## config.mk

```make
export PLATFORM = sky130hd
export DESIGN_NAME = acl_rx_deframer
export DESIGN_NICKNAME = d
export VERILOG_FILES = /design/src/rtl/acl_pkg.sv /design/src/rtl/acl_frame_pos.sv /design/src/rtl/acl_slot_shift.sv /design/src/rtl/acl_cap_stream.sv /design/src/rtl/acl_rx_deframer.sv
export SDC_FILE = /design/constraint.sdc
export NUM_CORES = 1
export LEC_CHECK = 0
export BUFFER_PORTS_ARGS = -buffer_cell sky130_fd_sc_hd__buf_2
export CAP_MARGIN = 20
export CORE_MARGIN = 2
export CORE_UTILIZATION = 40
export DETAILED_ROUTE_END_ITERATION = 8
export SETUP_SLACK_MARGIN = 0.15
export SYNTH_ARGS = -nofsm -noshare
export SYNTH_HDL_FRONTEND = slang
export SYNTH_SLANG_ARGS = --single-unit
```

## constraint.sdc

```tcl
create_clock -name bit_clk -period 3.2 [get_ports bit_clk]
set_input_delay 0 -clock bit_clk [delete_from_list [all_inputs] [get_ports bit_clk]]
set_output_delay 0 -clock bit_clk [all_outputs]
set_load 0.05 [all_outputs]
```

## src/rtl/acl_pkg.sv

```systemverilog
package acl_pkg;

   // Position of the tag bit for a given slot inside the tag word (slot 0 = frame valid).
   function automatic int unsigned tag_index(input int unsigned tag_w, input int unsigned slot);
      return tag_w - 1 - slot;
   endfunction

endpackage

```

## src/rtl/acl_frame_pos.sv

```systemverilog
module acl_frame_pos #(
   parameter int unsigned SLOT0_W   = 16,
   parameter int unsigned SLOT_W    = 20,
   parameter int unsigned NUM_SLOTS = 12,
   localparam int unsigned IDX_W    = $clog2(NUM_SLOTS + 2),
   localparam int unsigned BIT_W    = $clog2((SLOT0_W > SLOT_W) ? SLOT0_W : SLOT_W)
) (
   input  logic             clk,
   input  logic             rst_n,
   input  logic             frame_sync,
   output logic [IDX_W-1:0] cur_slot,
   output logic             last_bit,
   output logic             active
);

   localparam logic [IDX_W-1:0] IDLE_SLOT = IDX_W'(NUM_SLOTS + 1);

   logic             sync_q;
   logic             sync_rise;
   logic [IDX_W-1:0] slot_q;
   logic [BIT_W-1:0] bit_q;
   logic [BIT_W-1:0] cur_bit;

   assign sync_rise = frame_sync & ~sync_q;

   always_comb begin
      if (sync_rise) begin
         cur_slot = '0;
         cur_bit  = '0;
      end else begin
         cur_slot = slot_q;
         cur_bit  = bit_q;
      end
      active   = (cur_slot <= IDX_W'(NUM_SLOTS));
      last_bit = active && (cur_bit == ((cur_slot == '0) ? BIT_W'(SLOT0_W - 1) : BIT_W'(SLOT_W - 1)));
   end

   always_ff @(negedge clk or negedge rst_n) begin
      if (!rst_n) begin
         sync_q <= 1'b0;
         slot_q <= IDLE_SLOT;
         bit_q  <= '0;
      end else begin
         sync_q <= frame_sync;
         if (!active) begin
            slot_q <= IDLE_SLOT;
            bit_q  <= '0;
         end else if (last_bit) begin
            slot_q <= cur_slot + 1'b1;
            bit_q  <= '0;
         end else begin
            slot_q <= cur_slot;
            bit_q  <= cur_bit + 1'b1;
         end
      end
   end

   // Inside a slot the index may only change at its last bit or on a new frame.
   assert_slot_steady_R1: assert property (@(negedge clk) disable iff (!rst_n)
      (active && !last_bit) |=> (sync_rise || (cur_slot == $past(cur_slot))));

endmodule

```

## src/rtl/acl_slot_shift.sv

```systemverilog
module acl_slot_shift #(
   parameter int unsigned SLOT_W = 20
) (
   input  logic              clk,
   input  logic              rst_n,
   input  logic              shift_en,
   input  logic              sdata,
   output logic [SLOT_W-1:0] word_now
);

   generate
      if (SLOT_W > 1) begin : g_shift
         logic [SLOT_W-2:0] shreg;
         always_ff @(negedge clk or negedge rst_n) begin
            if (!rst_n)        shreg <= '0;
            else if (shift_en) shreg <= {shreg[SLOT_W-3 >= 0 ? SLOT_W-3 : 0:0], sdata} & {(SLOT_W-1){1'b1}};
         end
         assign word_now = {shreg, sdata};
      end else begin : g_single
         assign word_now = sdata;
      end
   endgenerate

endmodule

```

## src/rtl/acl_cap_stream.sv

```systemverilog
module acl_cap_stream #(
   parameter int unsigned W = 16
) (
   input  logic         clk,
   input  logic         rst_n,
   input  logic         push,
   input  logic [W-1:0] push_data,
   input  logic         ready,
   output logic         valid,
   output logic [W-1:0] data,
   output logic         overrun
);

   always_ff @(negedge clk or negedge rst_n) begin
      if (!rst_n) begin
         valid   <= 1'b0;
         data    <= '0;
         overrun <= 1'b0;
      end else begin
         if (push) begin
            data  <= push_data;
            valid <= 1'b1;
            if (valid && !ready) overrun <= 1'b1;
         end else if (valid && ready) begin
            valid <= 1'b0;
         end
      end
   end

   assert_overrun_sticky_R9: assert property (@(negedge clk) disable iff (!rst_n)
      overrun |=> overrun);

   assert_push_presents_R9: assert property (@(negedge clk) disable iff (!rst_n)
      push |=> (valid && data == $past(push_data)));

   assert_hold_unread_R8: assert property (@(negedge clk) disable iff (!rst_n)
      (valid && !ready && !push) |=> (valid && $stable(data)));

endmodule

```

## src/rtl/acl_rx_deframer.sv

```systemverilog
module acl_rx_deframer #(
   parameter int unsigned SAMPLE_W   = 16,
   parameter int unsigned SLOT_W     = 20,
   parameter int unsigned SLOT0_W    = 16,
   parameter int unsigned NUM_SLOTS  = 12,
   parameter int unsigned PCM_L_SLOT = 3,
   parameter int unsigned PCM_R_SLOT = 4,
   parameter int unsigned MODEM_SLOT = 5,
   parameter int unsigned AUX_SLOT_A = 6,
   parameter int unsigned AUX_SLOT_B = 11
) (
   input  logic                  bit_clk,
   input  logic                  rst_n,
   input  logic                  frame_sync,
   input  logic                  sdata_in,
   input  logic                  aux_slot_sel,
   input  logic                  pcm_ready,
   output logic                  pcm_valid,
   output logic [2*SAMPLE_W-1:0] pcm_data,
   output logic                  pcm_overrun,
   input  logic                  modem_ready,
   output logic                  modem_valid,
   output logic [SAMPLE_W-1:0]   modem_data,
   output logic                  modem_overrun,
   input  logic                  aux_ready,
   output logic                  aux_valid,
   output logic [SAMPLE_W-1:0]   aux_data,
   output logic                  aux_overrun
);

   import acl_pkg::*;

   localparam int unsigned IDX_W  = $clog2(NUM_SLOTS + 2);
   localparam int unsigned WORD_W = (SLOT0_W > SLOT_W) ? SLOT0_W : SLOT_W;

   generate
      if (SAMPLE_W > SLOT_W) begin : g_bad_sample
         $error("SAMPLE_W must not exceed SLOT_W");
      end
      if (SLOT0_W < NUM_SLOTS + 1) begin : g_bad_tags
         $error("tag slot too narrow for the slot count");
      end
      if (SLOT0_W > SLOT_W) begin : g_bad_slot0
         $error("tag slot must not be wider than a data slot");
      end
      if (PCM_L_SLOT >= PCM_R_SLOT || PCM_R_SLOT > NUM_SLOTS || MODEM_SLOT > NUM_SLOTS ||
          AUX_SLOT_A > NUM_SLOTS || AUX_SLOT_B > NUM_SLOTS ||
          PCM_L_SLOT == 0 || MODEM_SLOT == 0 || AUX_SLOT_A == 0 || AUX_SLOT_B == 0) begin : g_bad_map
         $error("capture slot numbers out of range");
      end
   endgenerate

   logic [IDX_W-1:0]  cur_slot;
   logic              last_bit;
   logic              active;
   logic [WORD_W-1:0] word_now;
   logic              slot_end;
   logic [SLOT0_W-1:0] tags_q;
   logic              frame_ok;
   logic              tag_cur;
   logic [SAMPLE_W-1:0] sample;
   logic [SAMPLE_W-1:0] left_q;
   logic              left_ok_q;
   logic [IDX_W-1:0]  aux_slot;
   logic              pcm_push;
   logic              modem_push;
   logic              aux_push;

   acl_frame_pos #(
      .SLOT0_W  (SLOT0_W),
      .SLOT_W   (SLOT_W),
      .NUM_SLOTS(NUM_SLOTS)
   ) u_pos (
      .clk       (bit_clk),
      .rst_n     (rst_n),
      .frame_sync(frame_sync),
      .cur_slot  (cur_slot),
      .last_bit  (last_bit),
      .active    (active)
   );

   acl_slot_shift #(
      .SLOT_W(WORD_W)
   ) u_shift (
      .clk     (bit_clk),
      .rst_n   (rst_n),
      .shift_en(active),
      .sdata   (sdata_in),
      .word_now(word_now)
   );

   assign slot_end = active && last_bit;
   assign frame_ok = tags_q[SLOT0_W-1];
   assign sample   = word_now[SLOT_W-1 -: SAMPLE_W];
   assign aux_slot = aux_slot_sel ? IDX_W'(AUX_SLOT_B) : IDX_W'(AUX_SLOT_A);

   always_comb begin
      tag_cur = 1'b0;
      for (int unsigned s = 1; s <= NUM_SLOTS; s++) begin
         if (cur_slot == IDX_W'(s)) tag_cur = tags_q[tag_index(SLOT0_W, s)];
      end
   end

   always_ff @(negedge bit_clk or negedge rst_n) begin
      if (!rst_n) begin
         tags_q    <= '0;
         left_q    <= '0;
         left_ok_q <= 1'b0;
      end else if (slot_end) begin
         if (cur_slot == '0) begin
            tags_q    <= word_now[SLOT0_W-1:0];
            left_ok_q <= 1'b0;
         end else if (cur_slot == IDX_W'(PCM_L_SLOT)) begin
            left_q    <= sample;
            left_ok_q <= frame_ok && tag_cur;
         end
      end
   end

   assign pcm_push   = slot_end && frame_ok && tag_cur && left_ok_q && (cur_slot == IDX_W'(PCM_R_SLOT));
   assign modem_push = slot_end && frame_ok && tag_cur && (cur_slot == IDX_W'(MODEM_SLOT));
   assign aux_push   = slot_end && frame_ok && tag_cur && (cur_slot == aux_slot);

   acl_cap_stream #(.W(2*SAMPLE_W)) u_pcm (
      .clk(bit_clk), .rst_n(rst_n), .push(pcm_push), .push_data({left_q, sample}),
      .ready(pcm_ready), .valid(pcm_valid), .data(pcm_data), .overrun(pcm_overrun)
   );

   acl_cap_stream #(.W(SAMPLE_W)) u_modem (
      .clk(bit_clk), .rst_n(rst_n), .push(modem_push), .push_data(sample),
      .ready(modem_ready), .valid(modem_valid), .data(modem_data), .overrun(modem_overrun)
   );

   acl_cap_stream #(.W(SAMPLE_W)) u_aux (
      .clk(bit_clk), .rst_n(rst_n), .push(aux_push), .push_data(sample),
      .ready(aux_ready), .valid(aux_valid), .data(aux_data), .overrun(aux_overrun)
   );

   assert_invalid_frame_silent_R3: assert property (@(negedge bit_clk) disable iff (!rst_n)
      (slot_end && cur_slot != '0 && !frame_ok) |=> (!$rose(pcm_valid) && !$rose(modem_valid) && !$rose(aux_valid)));

   assert_stereo_at_right_R5: assert property (@(negedge bit_clk) disable iff (!rst_n)
      $rose(pcm_valid) |-> ($past(cur_slot) == IDX_W'(PCM_R_SLOT)));

   assert_modem_at_slot_R6: assert property (@(negedge bit_clk) disable iff (!rst_n)
      $rose(modem_valid) |-> ($past(cur_slot) == IDX_W'(MODEM_SLOT)));

endmodule

```

==> impl_results.md <==
- Netlist Area Pre-Place: 5220 sq um
- Die Ht: approximately 120 um
- Final net count: between 500 and 600
- CTS root buf: clkbuf_16
- Worst vdd rail ir drop: around 0.39 mV
- CTS hold repair buffers: 0
- Tot GR Track Use: 19.3%
- Core ar.: between 10000 and 15000 sq um
- Port Buffers: 77
- Critical Path AT: around 2.1 ns
- Vias/cell: between 5 and 6
- Initial core utilization: 41.2%
- Flops & latches, synth: ~130
- Worst skew pair latency: around 0.43 ns
- Ys async rst share: 100%
- First-pass iteration count of the detailed router: 4
- Clock slew at reported path FFs: around 0.040 ns
- Final hold vios: 0
- Setup violations, final: 84
- Largest net degree at the start of global routing: 50
- Drt drc: 0
- Crit Path Category: in -> reg
- Area growth, synth to finish: 47.6%
- Placed Instance Area: 6080 sq um
- Via count: 3504
- Initial antenna violation count: 0
- Slew Viols, Final: 0
- Slew headroom: 57.5%
- Total Wirelength: 13.3 mm
- CP Launch Type: input pin
- Mapped Avg Cell Area: around 15 sq um
- Crit path capture type: flop
- Post-synth EDFFs: 0
- Row count: between 40 and 50
- H-Tree Depth: 4
- CP Data Required Time: about 1.8 ns
- Pleak: between 3 and 4 nW
- GRT overflow: 0
- PnR Total Power: approximately 4 mW
- Worst clock skew: approximately 0.044 ns
- Post-Syn Instances: about 350
- Final WS setup: -0.262 ns
- Die width: between 100 and 150 um
- Share of cells above drive strength 1: ~62%
- Wire per inst: approximately 20 um
- Commonest non-fill, non-tap cell in the layout: dfrtn_1
- DP Wirelength: between 6 and 7 mm
- Synth warn: 0
- Synth Flop Type: dfrtn_1
- CTS tree: done
- Num CTS Buffers: 17
- Starting DRT DRC Count: around 190
- First-pass GRT wire length: 20.7 mm
- Worst Hold Class: reg -> reg
- Setup repair after global routing missed its margin: yes
- Clock Path Buffers: 2
- Max cap viols: 0
- Antenna diodes: 0
- Synth cell types: 46
- Vias in the first global route: around 3600
- # clock sinks: between 100 and 150
- Routed Antenna Nets: 0
- Pwr Density: roughly 520 nW/um^2
- Syn nets: 357
- Placer Congestion: between 0.8 and 0.9
- Seq/Total Area, Yosys: between 60% and 70%
- Commonest cells after routing, fill and taps aside: dfrtn_1, mux2_4, buf_2, buf_4, mux2_2
- I/O pins: 78
- Worst-margin pin slew: about 0.64 ns
- Failing checks: setup timing
- Die area: 14000 sq um
- Cell area after layout: between 7000 and 8000 sq um
- Crit path max fanout: 8
- Status: finished, violations left
[cell type report]
class / count / area (sq um)
clock buffers: 24 / 482
flip-flops and latches: 129 / 3230
repair buffers: 140 / 1250
fillers: 977 / 4970
multi-input cells: 195 / 2380
well taps: 172 / 215
inverters: 7 / 26.3
clock inverters: 11 / 114
[worst max-delay path: stages]
cell,delay (ns)
buf_8,0.10
nand2b_4,0.06
and2_4,0.15
ha_4,0.15
nand4bb_4,0.12
nor3b_2,0.21
buf_4,0.16
o21ai_4,0.06
buf_4,0.15
a211oi_4,0.26
buf_6,0.19
buf_16,0.15
mux2_2,0.33
[final timing paths]
kind,start,to,slack (ns),depth (start not counted)
setup / recovery,frame_sync,u_pcm.data[6],-0.26,13
hold / removal,u_aux.overrun,u_aux.overrun,0.42,1
setup reg to reg,u_pos.slot_q[0],u_modem.data[4],0.11,8
hold reg to reg,u_aux.overrun,u_aux.overrun,0.42,1
max in group asynchronous,rst_n,u_pcm.data[15],1.43,2
min in group asynchronous,rst_n,u_pos.bit_q[1],1.09,1
[what timing repair did]
item                                    CTS  global route
endpoints found under the hold margin     0             0
resized for setup                        99            42
pin swaps                                 7            12
gates cloned                              7             3
buffers inserted                         20             8
endpoints found under the setup margin   83           105
[per-layer routing]
layer	track usage (%)	vias up	share of wire [%]
met4	6.33	0	1.4
li1	-	1552	-
met3	5.60	15	5.2
met2	30.7	104	49
met5	0	-	0
met1	25.5	1833	45
[per-stage QoR]
stage                     utilization (%)  setup WS [ns]  TNS, ns  instances  hold WS (ns)
final                                60.7         -0.262   -14.33        678         0.416
after CTS                            58.3         -0.183    -8.68        667         0.418
after global placement               48.0         -0.547   -41.71        606         0.405
after floorplan                         -         -0.739   -51.21        348         0.432
after detailed placement             48.0         -0.611   -46.82        606         0.419
after global routing                 60.7         -0.321   -20.91        678         0.434
[cell usage after synthesis (2+ instances only)]
cell type,count,area (sq um)
dfrtn_1,126,3150
mux2_2,111,1250
nor2_1,10,37.5
inv_1,8,30.0
clkbuf_1,7,26.3
nand2_1,6,22.5
buf_2,5,25.0
nor3_1,5,25.0
a21o_1,4,30.0
mux2i_1,4,40.0
nand2b_1,4,25.0
nand3_1,4,20.0
o21ai_0,4,20.0
xor2_1,4,35.0
a211oi_1,3,22.5
a21oi_1,3,15.0
a31o_2,3,26.3
dfstp_2,3,78.8
and2_1,2,12.5
buf_6,2,22.5
nor2b_1,2,12.5
nor3b_1,2,15.0
nor4_1,2,12.5
or4bb_1,2,22.5
[flip-flops by register name (all words and copies together) (netlist names)]
register and count:
u_pos.bit_q 5, u_modem.data 16, u_pcm.overrun 1, u_aux.data 16
u_pos.sync_q 1, u_shift.g_shift.shreg 19, left_ok_q 1, tags_q 13
u_aux.valid 1, u_modem.valid 1, u_pcm.data 32, u_pcm.valid 1
u_pos.slot_q 4, u_aux.overrun 1, left_q 16, u_modem.overrun 1
[where the power goes]
part	switching [mW]	internal [mW]
Combinational	0.131	0.172
Clock	0.696	1.21
Sequential	0.0902	1.73
[cells by family (layout without fill, tap and decap cells)]
kind of cell               Yosys count  count (layout)  share of synthesized area (%)
muxes                              115             115                           24.7
adders and majority gates            1               1                          0.240
xor gates and xnor gates             4               4                          0.672
buffers and inverters               24             182                           2.21
DFF                                129             129                           62.0
AOI/OAI and AO/OA                   26              26                           4.13
and+or+nand+nor                     49              49                           6.07
No activity file was read; power rests on OpenSTA's default activity.
